==> src/rtl/modem_regif_pkg.sv <==
package modem_regif_pkg;
  localparam int PORT_DATA = 0;
  localparam int PORT_STAT = 1;
  localparam int PORT_CTRL = 2;
  localparam int PORT_TIMR = 3;
  localparam int NPORTS    = 4;

  // status byte bit positions
  localparam int ST_RXFULL  = 0;
  localparam int ST_TXEMPTY = 1;
  localparam int ST_ERR_LO  = 2;
  localparam int ST_TIMER   = 5;
  localparam int ST_CARRIER = 6;
  localparam int ST_RING_N  = 7;

  // control byte bit positions
  localparam int CT_TXEN = 1;
  localparam int CT_ORIG = 2;
  localparam int CT_HOOK = 7;

  localparam logic [7:0] LINE_CFG_RST = 8'h16;
endpackage

==> src/rtl/modem_busdec.sv <==
module modem_busdec #(
  parameter logic [7:0] BASE_ADDR = 8'h80,
  parameter int         NPORTS    = 4
) (
  input  logic              clk,
  input  logic              rst_n,
  input  logic [7:0]        bus_addr,
  input  logic              bus_rd,
  input  logic              bus_wr,
  output logic [NPORTS-1:0] rd_stb,
  output logic [NPORTS-1:0] wr_stb
);
  localparam int SELW = $clog2(NPORTS);

  logic rd_q, wr_q;
  logic sel, rd_first, wr_first;

  assign sel      = (bus_addr[7:SELW] == BASE_ADDR[7:SELW]);
  assign rd_first = bus_rd & ~rd_q & sel;
  assign wr_first = bus_wr & ~wr_q & sel;

  for (genvar p = 0; p < NPORTS; p++) begin : g_port
    assign rd_stb[p] = rd_first & (bus_addr[SELW-1:0] == SELW'(p));
    assign wr_stb[p] = wr_first & (bus_addr[SELW-1:0] == SELW'(p));
  end

  always_ff @(posedge clk or negedge rst_n) begin
    if (!rst_n) begin
      rd_q <= 1'b0;
      wr_q <= 1'b0;
    end else begin
      rd_q <= bus_rd;
      wr_q <= bus_wr;
    end
  end
endmodule

==> src/rtl/modem_datapath.sv <==
module modem_datapath (
  input  logic       clk,
  input  logic       rst_n,
  input  logic       rd_rx,
  input  logic       rd_stat,
  input  logic       wr_tx,
  input  logic [7:0] wdata,
  input  logic       tx_en,
  input  logic       tx_ready,
  input  logic       tx_idle,
  output logic       tx_valid,
  output logic [7:0] tx_data,
  input  logic [7:0] rx_data,
  input  logic       rx_valid,
  output logic       rx_ready,
  input  logic [2:0] err_in,
  output logic [7:0] rx_byte,
  output logic       rx_full,
  output logic       tx_empty,
  output logic [2:0] err_flags
);
  logic       full_d, empty_d, pend_q, pend_d;
  logic [7:0] rxb_d, txb_d;
  logic [2:0] err_d;
  logic       rx_take, tx_fire;

  assign rx_ready = ~rx_full;
  assign rx_take  = rx_valid & ~rx_full;
  assign tx_valid = pend_q & tx_en;
  assign tx_fire  = tx_valid & tx_ready;

  always_comb begin
    full_d = rx_full;
    if (rd_rx)   full_d = 1'b0;
    if (rx_take) full_d = 1'b1;
    rxb_d = rx_take ? rx_data : rx_byte;

    err_d = err_flags;
    if (rd_stat || rx_take) err_d = '0;
    err_d = err_d | err_in;

    pend_d = pend_q;
    if (tx_fire) pend_d = 1'b0;
    if (wr_tx)   pend_d = 1'b1;
    txb_d = wr_tx ? wdata : tx_data;

    empty_d = tx_empty;
    if (wr_tx)                   empty_d = 1'b0;
    else if (!pend_q && tx_idle) empty_d = 1'b1;
  end

  always_ff @(posedge clk or negedge rst_n) begin
    if (!rst_n) begin
      rx_full   <= 1'b0;
      rx_byte   <= '0;
      err_flags <= '0;
      pend_q    <= 1'b0;
      tx_data   <= '0;
      tx_empty  <= 1'b0;
    end else begin
      rx_full   <= full_d;
      rx_byte   <= rxb_d;
      err_flags <= err_d;
      pend_q    <= pend_d;
      tx_data   <= txb_d;
      tx_empty  <= empty_d;
    end
  end
endmodule

==> src/rtl/modem_linectl.sv <==
module modem_linectl (
  input  logic clk,
  input  logic rst_n,
  input  logic wr_ctrl,
  input  logic old_hook,
  input  logic old_orig,
  input  logic new_hook,
  input  logic new_orig,
  input  logic carrier_in,
  input  logic ring_n_in,
  output logic cd_q,
  output logic ring_n_q,
  output logic dtr
);
  logic dtr_d, ring_edge, cd_loss, hook_drop, orig_raise;

  assign ring_edge  = ring_n_q & ~ring_n_in;
  assign cd_loss    = cd_q & ~carrier_in;
  assign hook_drop  = wr_ctrl & old_hook & ~new_hook;
  assign orig_raise = wr_ctrl & new_hook & new_orig &
                      ((old_hook ^ new_hook) | (old_orig ^ new_orig));

  always_comb begin
    dtr_d = dtr;
    if (ring_edge || orig_raise) dtr_d = 1'b1;
    if (hook_drop || cd_loss)    dtr_d = 1'b0;
  end

  always_ff @(posedge clk or negedge rst_n) begin
    if (!rst_n) begin
      cd_q     <= 1'b0;
      ring_n_q <= 1'b1;
      dtr      <= 1'b0;
    end else begin
      cd_q     <= carrier_in;
      ring_n_q <= ring_n_in;
      dtr      <= dtr_d;
    end
  end
endmodule

==> src/rtl/modem_timer.sv <==
module modem_timer #(
  parameter int CLK_HZ     = 125_000_000,
  parameter int TIMEOUT_MS = 50
) (
  input  logic clk,
  input  logic rst_n,
  input  logic arm,
  output logic flag
);
  localparam int TICKS = CLK_HZ / 1000;
  localparam int TW    = $clog2(TICKS + 1);
  localparam int MW    = $clog2(TIMEOUT_MS + 1);

  logic          armed_q, armed_d, flag_d;
  logic [TW-1:0] tick_q, tick_d;
  logic [MW-1:0] ms_q, ms_d;
  logic          tick_end;

  assign tick_end = (tick_q == TW'(TICKS - 1));

  always_comb begin
    armed_d = armed_q;
    tick_d  = tick_q;
    ms_d    = ms_q;
    flag_d  = flag;
    if (arm) begin
      armed_d = 1'b1;
      tick_d  = '0;
      ms_d    = '0;
      flag_d  = 1'b0;
    end else if (armed_q) begin
      if (tick_end) begin
        tick_d = '0;
        if (ms_q == MW'(TIMEOUT_MS - 1)) begin
          armed_d = 1'b0;
          flag_d  = 1'b1;
        end else begin
          ms_d = ms_q + 1'b1;
        end
      end else begin
        tick_d = tick_q + 1'b1;
      end
    end
  end

  always_ff @(posedge clk or negedge rst_n) begin
    if (!rst_n) begin
      armed_q <= 1'b0;
      tick_q  <= '0;
      ms_q    <= '0;
      flag    <= 1'b0;
    end else begin
      armed_q <= armed_d;
      tick_q  <= tick_d;
      ms_q    <= ms_d;
      flag    <= flag_d;
    end
  end
endmodule

==> src/rtl/modem_regif.sv <==
module modem_regif
  import modem_regif_pkg::*;
#(
  parameter logic [7:0] BASE_ADDR  = 8'h80,
  parameter int         CLK_HZ     = 125_000_000,
  parameter int         TIMEOUT_MS = 50
) (
  input  logic       clk,
  input  logic       rst_n,
  input  logic [7:0] bus_addr,
  input  logic       bus_rd,
  input  logic       bus_wr,
  input  logic [7:0] bus_wdata,
  output logic [7:0] bus_rdata,
  output logic [7:0] tx_data,
  output logic       tx_valid,
  input  logic       tx_ready,
  input  logic       tx_idle,
  input  logic [7:0] rx_data,
  input  logic       rx_valid,
  output logic       rx_ready,
  input  logic       err_parity,
  input  logic       err_frame,
  input  logic       err_overrun,
  input  logic       carrier_in,
  input  logic       ring_n_in,
  output logic [7:0] line_cfg,
  output logic [7:0] ctrl_reg,
  output logic       off_hook,
  output logic       dtr
);
  logic [NPORTS-1:0] rd_stb, wr_stb;
  logic [7:0] rx_byte, status, rdata_d, line_d, ctrl_d;
  logic       rx_full, tx_empty, tmr_flag, cd_q, ring_n_q, rd_any;
  logic [2:0] err_flags;

  modem_busdec #(.BASE_ADDR(BASE_ADDR), .NPORTS(NPORTS)) u_dec (
    .clk(clk), .rst_n(rst_n), .bus_addr(bus_addr), .bus_rd(bus_rd),
    .bus_wr(bus_wr), .rd_stb(rd_stb), .wr_stb(wr_stb));

  modem_datapath u_dp (
    .clk(clk), .rst_n(rst_n), .rd_rx(rd_stb[PORT_DATA]),
    .rd_stat(rd_stb[PORT_STAT]), .wr_tx(wr_stb[PORT_DATA]),
    .wdata(bus_wdata), .tx_en(ctrl_reg[CT_TXEN]), .tx_ready(tx_ready),
    .tx_idle(tx_idle), .tx_valid(tx_valid), .tx_data(tx_data),
    .rx_data(rx_data), .rx_valid(rx_valid), .rx_ready(rx_ready),
    .err_in({err_overrun, err_frame, err_parity}), .rx_byte(rx_byte),
    .rx_full(rx_full), .tx_empty(tx_empty), .err_flags(err_flags));

  modem_linectl u_line (
    .clk(clk), .rst_n(rst_n), .wr_ctrl(wr_stb[PORT_CTRL]),
    .old_hook(ctrl_reg[CT_HOOK]), .old_orig(ctrl_reg[CT_ORIG]),
    .new_hook(bus_wdata[CT_HOOK]), .new_orig(bus_wdata[CT_ORIG]),
    .carrier_in(carrier_in), .ring_n_in(ring_n_in),
    .cd_q(cd_q), .ring_n_q(ring_n_q), .dtr(dtr));

  modem_timer #(.CLK_HZ(CLK_HZ), .TIMEOUT_MS(TIMEOUT_MS)) u_tmr (
    .clk(clk), .rst_n(rst_n), .arm(wr_stb[PORT_TIMR]), .flag(tmr_flag));

  assign status   = {ring_n_q, cd_q, tmr_flag, err_flags, tx_empty, rx_full};
  assign off_hook = ctrl_reg[CT_HOOK];
  assign rd_any   = |rd_stb;

  always_comb begin
    rdata_d = bus_rdata;
    if (rd_stb[PORT_DATA])                     rdata_d = rx_byte;
    if (rd_stb[PORT_STAT])                     rdata_d = status;
    if (rd_stb[PORT_CTRL] || rd_stb[PORT_TIMR]) rdata_d = 8'h00;
    line_d = wr_stb[PORT_STAT] ? bus_wdata : line_cfg;
    ctrl_d = wr_stb[PORT_CTRL] ? bus_wdata : ctrl_reg;
  end

  always_ff @(posedge clk or negedge rst_n) begin
    if (!rst_n) begin
      bus_rdata <= '0;
      line_cfg  <= LINE_CFG_RST;
      ctrl_reg  <= '0;
    end else begin
      bus_rdata <= rdata_d;
      line_cfg  <= line_d;
      ctrl_reg  <= ctrl_d;
    end
  end
endmodule

==> config.mk <==
export PLATFORM = sky130hd
export DESIGN_NAME = modem_regif
export DESIGN_NICKNAME = d
export VERILOG_FILES = /design/src/rtl/modem_regif_pkg.sv /design/src/rtl/modem_busdec.sv /design/src/rtl/modem_datapath.sv /design/src/rtl/modem_linectl.sv /design/src/rtl/modem_timer.sv /design/src/rtl/modem_regif.sv
export SDC_FILE = /design/constraint.sdc
export NUM_CORES = 1
export LEC_CHECK = 0
export BUFFER_PORTS_ARGS = -buffer_cell sky130_fd_sc_hd__buf_2
export CORE_MARGIN = 2
export CORE_UTILIZATION = 54
export CTS_CLUSTER_DIAMETER = 50
export DETAILED_ROUTE_END_ITERATION = 6
export PLACE_DENSITY_LB_ADDON = 0.25
export SKIP_LAST_GASP = 1
export SLEW_MARGIN = 20
export SYNTH_ARGS = -nofsm -noshare
export SYNTH_HDL_FRONTEND = slang
export SYNTH_HIERARCHICAL = 1
export SYNTH_SLANG_ARGS = --single-unit
==> constraint.sdc <==
create_clock -name clk -period 2.25 [get_ports clk]
set_input_delay 0.3375 -clock clk [delete_from_list [all_inputs] [get_ports clk]]
set_output_delay 0.3375 -clock clk [all_outputs]
set_load 0.005 [all_outputs]
Word level (Yosys, flattened, before mapping)

Index checks and enable logic that the tools add are counted.

Register bits: 76
Word-level logic and storage cells: 103
Input bits: 36
Output and inout bits: 36

Multiplexer cells: 27
Eq/ne operators: 7
Add/sub/neg operators: 2
Reduce and logical (&&, ||, !) cells: 17
Bitwise operators: 32

Operator list:

| operator                                                                 | count |
|---|---|
| 17-bit two-way mux                                                       | 3 |
| 6-bit two-way mux                                                        | 4 |
| 8-bit two-way mux                                                        | 3 |
| 1-bit bitwise AND                                                        | 22 |
| 17-bit by 1-bit adder with 17-bit output (second input constant)         | 1 |
| 17-bit == test (second input constant)                                   | 1 |
| 1-bit two-way mux                                                        | 16 |
| 2-bit nonzero test                                                       | 7 |
| 6-bit == test (second input constant)                                    | 2 |
| 6-bit by 1-bit adder with 6-bit output (second input constant)           | 1 |
| 1-bit NOT                                                                | 6 |
| 3-bit AND reduction                                                      | 2 |
| 2-bit == test (second input constant)                                    | 2 |
| 1-bit logical OR                                                         | 4 |
| 3-bit two-way mux                                                        | 1 |
| 3-bit bitwise OR                                                         | 1 |
| 3-bit nonzero test                                                       | 1 |
| 2-bit by 1-bit == test with 1-bit output (second input constant)         | 1 |
| 2-bit logical NOT                                                        | 1 |
| 2-bit by 1-bit inequality test with 1-bit output (second input constant) | 1 |
| 1-bit bitwise XOR                                                        | 2 |
| 1-bit logical AND                                                        | 1 |
| 1-bit logical NOT                                                        | 1 |
| 1-bit bitwise OR                                                         | 1 |

Longest topological paths before layout

Gate-level depths: netlist (run 1).

Word-level depth: 10
Mapped depth: 8

By module

Netlist (run 1), hierarchy kept.

By module, submodules not included:

| module         | area an instance (um2) | times used | cells an instance |
|---|---|---|---|
| modem_timer    | 1425.1                 | 1          | 154 |
| modem_regif    | 993.5                  | 1          | 71 |
| modem_datapath | 834.6                  | 1          | 54 |
| modem_busdec   | 152.6                  | 1          | 18 |
| modem_linectl  | 113.9                  | 1          | 11 |

Worst setup path before layout (run 1)

OpenSTA, ideal clock, no wires.

Path type: input to register
Start point: input port bus_addr[5]
End point: register u_tmr.ms_q[3]
Setup slack: -0.301 ns
Library setup time: 0.095 ns
Arrival: 2.456 ns
Stages: 8
Cells stage by stage: or4b_1 -> buf_2 -> nor3_1 -> inv_1 -> and3_1 -> clkbuf_1 -> or3_1 -> o31ai_1

Longest elaborated chain between the ends: 5
Elaborated cells on any way between the ends: 8
Classes of those cells: 2 x eq/ne; 1 x mux; 2 x bitwise; 3 x reduce/logical

Ends and longest elaborated chain:

| item                                                                                                    | RTL line           | RTL |
|---|---|---|
| start, declared                                                                                         | modem_regif.sv:10  | `input logic [7:0] bus_addr,` |
| 6-bit == test (*)                                                                                       | modem_busdec.sv:18 | `assign sel = (bus_addr[7:SELW] == BASE_ADDR[7:SELW]);` |
| 1-bit bitwise AND (*)                                                                                   | modem_busdec.sv:20 | `assign wr_first = bus_wr & ~wr_q & sel;` |
| 1-bit bitwise AND (*)                                                                                   | modem_busdec.sv:24 | `assign wr_stb[p] = wr_first & (bus_addr[SELW-1:0] == SELW'(p));` |
| net wr_stb[3]                                                                                           | modem_regif.sv:32  | `logic [NPORTS-1:0] rd_stb, wr_stb;` |
| 2-bit by 1-bit inequality test with 1-bit output (no line) / 2-bit nonzero test (equally long branches) | --                 |  |
| 3-bit AND reduction (no line)                                                                           | --                 |  |
| end signal, assigned                                                                                    | modem_timer.sv:55  | `ms_q <= ms_d;` |
| end, declared                                                                                           | modem_timer.sv:16  | `logic [MW-1:0] ms_q, ms_d;` |

Mark *: on every way through the listed nets, which the timed path passes. The rest lies on a longest branch.
A chain may end at the register's enable or synchronous reset.

Final worst setup path (run 1)

Start point: register u_tmr.tick_q[10]
End point: register u_tmr.ms_q[5]

Longest elaborated chain between the ends: 3

Ends and longest elaborated chain:

| item                          | RTL line          | RTL |
|---|---|---|
| start, declared               | modem_timer.sv:15 | `logic [TW-1:0] tick_q, tick_d;` |
| start signal, assigned        | modem_timer.sv:54 | `tick_q <= tick_d;` |
| 17-bit == test                | modem_timer.sv:19 | `assign tick_end = (tick_q == TW'(TICKS - 1));` |
| 2-bit nonzero test (no line)  | --                |  |
| 3-bit AND reduction (no line) | --                |  |

No other way between the ends.

==> results of run 1 <==
## synthesized netlist by cell type, types with 2 or more instances
master and n:
dfrtp_1 72, mux2_2 33, nand2_1 24, nor2_1 19
o21ai_0 14, inv_1 12, mux2i_1 9, nor3_1 9
nand3_1 8, nand2b_1 6, nand4_1 6, o211ai_1 6
or3_1 6, buf_2 5, xnor2_1 5, xor2_1 5
a21oi_1 4, dfstp_2 4, nor2b_1 4, o31ai_1 4
a31o_2 3, buf_6 3, clkbuf_1 3, ha_1 3
nor4_1 3, o311ai_0 3, or3b_2 3, and2_1 2
and3_1 2, nand3b_1 2, o2111ai_1 2, o21ai_1 2
o22ai_1 2, or4_1 2
## per-layer routing
| metal | part of all wire | vias up | wire length, um | global-route usage |
|---|---|---|---|---|
| li1 | - | 1282 | - | - |
| met1 | 0.46 | 1289 | 3350 | 0.2850 |
| met2 | 0.48 | 59 | 3539 | 0.3465 |
| met3 | 0.045 | 11 | 333 | 0.06195 |
| met4 | 0.013 | 0 | 98 | 0.07937 |
| met5 | 0 | - | 0 | 0 |
## worst max-delay path, stage by stage, from the launching register on
cell and delay [ps]:
dfrtp_1 410, or4_1 530, or3_4 440, nor4_1 300, mux2_2 370
## power by group
group	internal [uW]	switching, uW	total, uW
clock network	429	481	910
logic	126	125	251
registers	1430	53.8	1490
total	1990	660	2650
## through the flow
stage               total power (uW)  cell area [um2]  worst slack, ps  hold slack, ps
floorplan                       1630             3531            10.49           41.91
global placement                1754             4093            76.18           401.3
detailed placement              1765             4093            39.49           403.6
CTS                             2681             4264            80.55           26.82
global route                    2789             4264            12.30           27.42
finish                          2649             4264            82.76           12.74
## path summary, 6_finish.rpt
path / end / cells after the start / slack (ps) / startpoint
setup / recovery: u_tmr/ms_q[5]$_DFFE_PN0P_ / 4 / 80 / u_tmr/tick_q[10]$_DFFE_PN0P_
hold / removal: u_dp/rx_byte[2]$_DFFE_PN0P_ / 2 / 10 / rst_n
setup reg to reg: u_tmr/ms_q[5]$_DFFE_PN0P_ / 4 / 80 / u_tmr/tick_q[10]$_DFFE_PN0P_
hold reg to reg: bus_rdata[4]$_DFFE_PN0P_ / 2 / 480 / bus_rdata[4]$_DFFE_PN0P_
max in group asynchronous: line_cfg[4]$_DFFE_PN1P_ / 2 / 1900 / rst_n
min in group clk: u_line/ring_n_q$_DFF_PN1_ / 1 / 90 / ring_n_in
## logic make-up after synthesis
kind of cell             after synthesis  share of synthesized area
AND/OR/NAND/NOR                      107                     0.1685
multiplexers                          42                     0.1312
AO/OA/AOI/OAI                         46                    0.08817
flip-flops                            76                     0.5418
adder cells (fa/ha/maj)                3                    0.01067
buffers and inverters                 24                    0.03484
XOR/XNOR                              10                    0.02488
## final cells by class
type / count / area (um2)
clock buffers: 12 / 145.1
clock inverters: 4 / 26.28
fillers: 497 / 2049
inverters: 12 / 45.04
multi-input cells: 208 / 1506
flip-flops and latches: 76 / 1907
well taps: 77 / 96.34
repair buffers: 92 / 538.0
==> impl_metrics.py, run 1 <==
metrics = {
    "synth": {
        "ys_ff_latch": 76,
        "synthTopCellsByArea": "dfrtp_1, mux2_2, dfstp_2",
        "syn_area_mm2": 0.003520,
        "synth.top_cell.area_share": 0.5119,
        "ys_seq_area_frac": 0.5418,
        "syn_avg_cell_area_um2": 11.43,
        "syn_nets": 347,
        "synthFlopType": "dfrtp_1",
        "synth_area_leader_cell": "dfrtp_1",
        "ys_types": 52,
        "synth_cells": 308,
        "synth_edf_count": 0,
        "synth_warnings": 6,
        "synth-async-reset-ratio": 1.000,
    },
    "cells_and_area": {
        "layout_commonest_cell": "dfrtp_1",
        "layout_common_cells": "dfrtp_1, buf_2, mux2_2",
        "final_cells": 481,
        "n_antenna_cell": 0,
        "syn2layout_area_growth_pct": 21.15,
        "drive_above_1_share": 0.3886,
        "regMostFlops": "u_tmr/tick_q",
        "largest_register_ffs": 17,
        "utilization": 0.6754,
        "nets": 438,
    },
    "route": {
        "initialDrtViolationCount": 143,
        "drt-total-wl_um": 7322,
        "drt_first_pass_iters": 4,
        "drcViolationCount": 0,
        "post_drt_via_cell_ratio": 5.491,
        "wl_per_cell_um": 15.22,
        "ant_nets": 0,
        "vias": 2641,
    },
    "cts": {
        "ctsHoldBuffers": 0,
        "cts_setup_buffers": 0,
        "cts_buffers": 9,
        "cts_tree": "built",
        "clockRootBuffer": "clkbuf_8",
        "htree_levels": 3,
        "clk_latency_ps": 350,
        "clock-sinks": 76,
        "clk_path_buf_depth": 2,
        "cts_resized": 0,
        "clkTransAtPathRegs_ps": 70,
    },
    "sta": {
        "fin_tns_setup_ps": 0,
        "rsz0062_at_grt": "false",
        "period_needed_ps": 2167,
        "slew_violations": 0,
        "worst_pin_slew_ps": 484.6,
        "setup_viol": 0,
        "finClkSkew_ps": 6.839,
        "clock.fmax_mhz": 461.4,
        "hold_viol_final": 0,
        "period_share": 0.9632,
        "slew_headroom": 0.6748,
    },
    "power": {
        "p_per_area_mw_per_mm2": 621.3,
        "ir_drop_mv": 0.4598,
        "leakage_uw": 0.002079,
    },
    "die": {
        "die_height_um": 84.74,
        "start_util": 0.5575,
        "boundaryPins": 72,
        "coreArea_mm2": 0.006314,
        "row_count": 29,
        "die-area_mm2": 0.007180,
        "die_width_um": 84.74,
    },
    "flow_run": {
        "max-cap-violations": 0,
    },
    "global_route": {
        "grt_antenna_before_repair": 0,
        "grt_start_max_net_pins": 77,
        "grt_pass1_wl_um": 12400,
        "grt_usage": 0.2174,
        "grt.overflow.total": 0,
        "grt_pass1_vias": 2648,
    },
    "min_path": {
        "hold_class": "primary input to async pin",
    },
    "placed_design": {
        "gp_congestion": 0.8676,
        "io_buffers": 71,
        "dp_hpwl_um": 5231,
        "dp_cells": 465,
    },
    "critical_path": {
        "cp.required_ps": 2480,
        "endpoint_kind": "flip-flop",
        "startpoint_type": "flip-flop",
        "arrival_ps": 2400,
        "crit_path_max_fanout": 6,
        "path_class": "flip-flop to flip-flop",
    },
    "run_status": {
        "status": "complete, no violations",
    },
}
No activity file was read; power rests on OpenSTA's default activity.
==> inputs of run 2 (changes only) <==
--- a/config.mk
+++ b/config.mk
@@ -5,9 +5,10 @@
 export SDC_FILE = /design/constraint.sdc
 export NUM_CORES = 1
 export LEC_CHECK = 0
+export ABC_AREA = 1
 export BUFFER_PORTS_ARGS = -buffer_cell sky130_fd_sc_hd__buf_2
 export CORE_MARGIN = 2
-export CORE_UTILIZATION = 54
+export CORE_UTILIZATION = 55
 export CTS_CLUSTER_DIAMETER = 50
 export DETAILED_ROUTE_END_ITERATION = 6
 export PLACE_DENSITY_LB_ADDON = 0.25
==> impl_metrics.py, run 2 <==
metrics = {
    "cts": {
        "clockRootBuffer": "clkbuf_8",
        "cts_setup_buffers": 0,
        "htree_levels": 3,
        "clock-sinks": 76,
        "clk_latency_ps": 350,
        "clkTransAtPathRegs_ps": 90,
        "cts_tree": "built",
        "clk_path_buf_depth": 2,
        "cts_buffers": 9,
    },
    "synth": {
        "synthFlopType": "dfrtp_1",
        "yosys.area_share.simple": 0.3541,
        "ys_seq_area_frac": 0.4959,
        "synth_warnings": 6,
        "synth_cells": 481,
        "synth.top_cell.area_share": 0.4686,
        "synth_compound_area_frac": 0.04393,
        "ys_ff_latch": 76,
        "synth-async-reset-ratio": 1.000,
        "synth.most_common_cell": "nand2_1",
        "syn_area_mm2": 0.003845,
        "ys_types": 35,
        "synth_top_family_by_area": "simple AND/OR/NAND/NOR gates",
        "synth_edf_count": 0,
        "synthTopCellsByArea": "dfrtp_1, nand2_1, inv_1",
        "synthXorXnorAreaFrac": 0.01139,
        "synth_adder_area_share": 0.009762,
        "syn_nets": 520,
        "synth.top_cells.by_count": "nand2_1, dfrtp_1, inv_1, nor2_1, nand3_1",
        "synth_area_leader_cell": "dfrtp_1",
        "syn_avg_cell_area_um2": 7.994,
        "synthMuxAreaShare": 0.002603,
    },
    "route": {
        "initialDrtViolationCount": 121,
        "vias": 3285,
        "ant_nets": 0,
        "drcViolationCount": 0,
        "drt-total-wl_um": 8223,
        "drt_first_pass_iters": 5,
        "post_drt_via_cell_ratio": 4.947,
        "wl_per_cell_um": 12.38,
    },
    "critical_path": {
        "cp.required_ps": 2480,
        "worstPathBufferInverterCount": 3,
        "r2r_start": "u_dec/wr_q$_DFF_PN0_",
        "path_class": "flip-flop to flip-flop",
        "cp_cell_sequence": "inv_1 > nand2_1 > nor3_1 > buf_4 > nor2_4 > inv_6 > nand2_4 > nor2_4 > nand2_2 > o21ai_0 > nor2_1",
        "crit_path_start": "u_dec/wr_q$_DFF_PN0_",
        "crit_path_max_fanout": 14,
        "startpoint_type": "flip-flop",
        "cp_top_family": "simple AND/OR/NAND/NOR gates",
        "critical_path.most_common_cell": "nor2_4",
        "arrival_ps": 1940,
        "crit_slowest_cell": "dfrtp_1",
        "endpoint_kind": "flip-flop",
        "slowest_delay_ps": 370,
    },
    "global_route": {
        "grt.overflow.total": 0,
        "gr-usage-met2": 0.3506,
        "use_met1": 0.3105,
        "grt_pass1_wl_um": 13500,
        "grt_usage": 0.2247,
        "grt_antenna_before_repair": 0,
        "grt_pass1_vias": 3035,
        "busiest_layer": "met2",
        "grt_start_max_net_pins": 40,
        "grt_util_met3": 0.03582,
    },
    "power": {
        "p_int_uw": 2142,
        "sw_frac_of_total": 0.2664,
        "p_comb_frac": 0.106,
        "p_seq_frac": 0.524,
        "leakage_uw": 0.002639,
        "p_per_area_mw_per_mm2": 642.7,
        "ir_drop_mv": 0.3571,
        "p_clk_frac": 0.370,
        "p_switching_uw": 777.9,
    },
    "die": {
        "die_width_um": 87.61,
        "die_height_um": 87.61,
        "boundaryPins": 72,
        "coreArea_mm2": 0.006794,
        "row_count": 30,
        "start_util": 0.5659,
        "die-area_mm2": 0.007676,
    },
    "cells_and_area": {
        "layout_commonest_cell": "nand2_1",
        "largest_register_ffs": 17,
        "n_antenna_cell": 0,
        "regMostFlops": "u_tmr/tick_q",
        "layout_common_cells": "nand2_1, dfrtp_1, buf_2",
        "fill_cells": 567,
        "nets": 602,
        "utilization": 0.6687,
        "drive_above_1_share": 0.2289,
        "syn2layout_area_growth_pct": 18.16,
    },
    "sta": {
        "period_needed_ps": 1706,
        "rsz0062_at_grt": "false",
        "finClkSkew_ps": 12.09,
        "period_share": 0.7582,
        "slew_headroom": 0.6549,
        "worst_pin_slew_ps": 517.6,
        "setup_viol": 0,
        "hold_viol_final": 0,
        "slew_violations": 0,
        "fin_tns_setup_ps": 0,
        "clock.fmax_mhz": 586.1,
    },
    "min_path": {
        "worstHoldStart": "ring_n_in",
        "hold_class": "primary input to flip-flop",
    },
    "placed_design": {
        "gp_congestion": 0.9404,
        "dp_hpwl_um": 6113,
        "io_buffers": 71,
    },
    "run_status": {
        "status": "complete, no violations",
    },
    "flow_run": {
        "max-cap-violations": 0,
    },
}
## run 2: cell types whose count changed after synthesis, moves of 6 or more
cell,before,now
nand2b_1,6,0
mux2_2,33,0
nand3_1,8,28
mux2i_1,9,1
inv_1,12,59
o211ai_1,6,0
or3_1,6,0
nor2_1,19,45
nand2_1,24,177
o21ai_0,14,20
## run 2: routing by layer
layer | share of wire | wire length, um | vias up
li1 | - | - | 1658
met1 | 0.46 | 3779 | 1522
met2 | 0.48 | 3934 | 96
met3 | 0.051 | 416 | 9
met4 | 0.011 | 92 | 0
met5 | 0 | 0 | -
## run 2: timing repair
action / in CTS / in global routing
hold buffers: 1 / 0
endpoints found under the hold margin: 35 / 0
gates resized for setup: 0 / 0
## run 2: final timing paths
check,to,slack [ps],depth (start not counted)
hold / removal,u_line/ring_n_q$_DFF_PN1_,90,1
setup reg to reg,u_tmr/tick_q[8]$_DFFE_PN0P_,540,11
max in group asynchronous,line_cfg[4]$_DFFE_PN1P_,1160,3
hold reg to reg,u_dp/tx_data[1]$_DFFE_PN0P_,480,2
min in group asynchronous,u_tmr/tick_q[7]$_DFFE_PN0P_,510,2
setup / recovery,u_tmr/tick_q[8]$_DFFE_PN0P_,540,11
## run 2: power groups by stage
stage / combinational, uW / clock [uW] / sequential, uW
floorplan: 187 / 0 / 1540
detailed placement: 314 / 0 / 1560
global route: 358 / 1160 / 1540
global placement: 307 / 0 / 1550
CTS: 317 / 1100 / 1530
finish: 310 / 1080 / 1530
## run 2: logic make-up (layout without fill, tap and decap cells)
family / after synthesis / in the layout
xor gates and xnor gates: 5 / 5
DFF: 76 / 76
AOI/OAI and AO/OA: 30 / 30
and+or+nand+nor: 293 / 293
adders and majority gates: 3 / 3
buffers and inverters: 73 / 160
muxes: 1 / 1
## run 2: stage by stage
| step | worst slack (ps) | power, uW | std cells | hold WS, ps | instance area [um2] |
|---|---|---|---|---|---|
| after floorplan | 392.6 | 1730 | 481 | 41.91 | 3845 |
| after global placement | 462.8 | 1858 | 647 | 347.4 | 4324 |
| after detailed placement | 361.8 | 1870 | 647 | 350.0 | 4324 |
| after CTS | 560.4 | 2952 | 664 | 76.31 | 4543 |
| after global routing | 383.7 | 3060 | 664 | 77.21 | 4543 |
| final | 543.9 | 2920 | 664 | 86.95 | 4543 |
## run 2: final cells by class
type,instances,area [um2],area share
inverters,64,245.2,0.05398
clock buffers,10,137.6,0.03029
multi-input cells,332,1622,0.3569
clock inverters,6,71.32,0.01570
repair buffers,80,440.4,0.09694
well taps,96,120.1,0.02644
flip-flops and latches,76,1907,0.4197
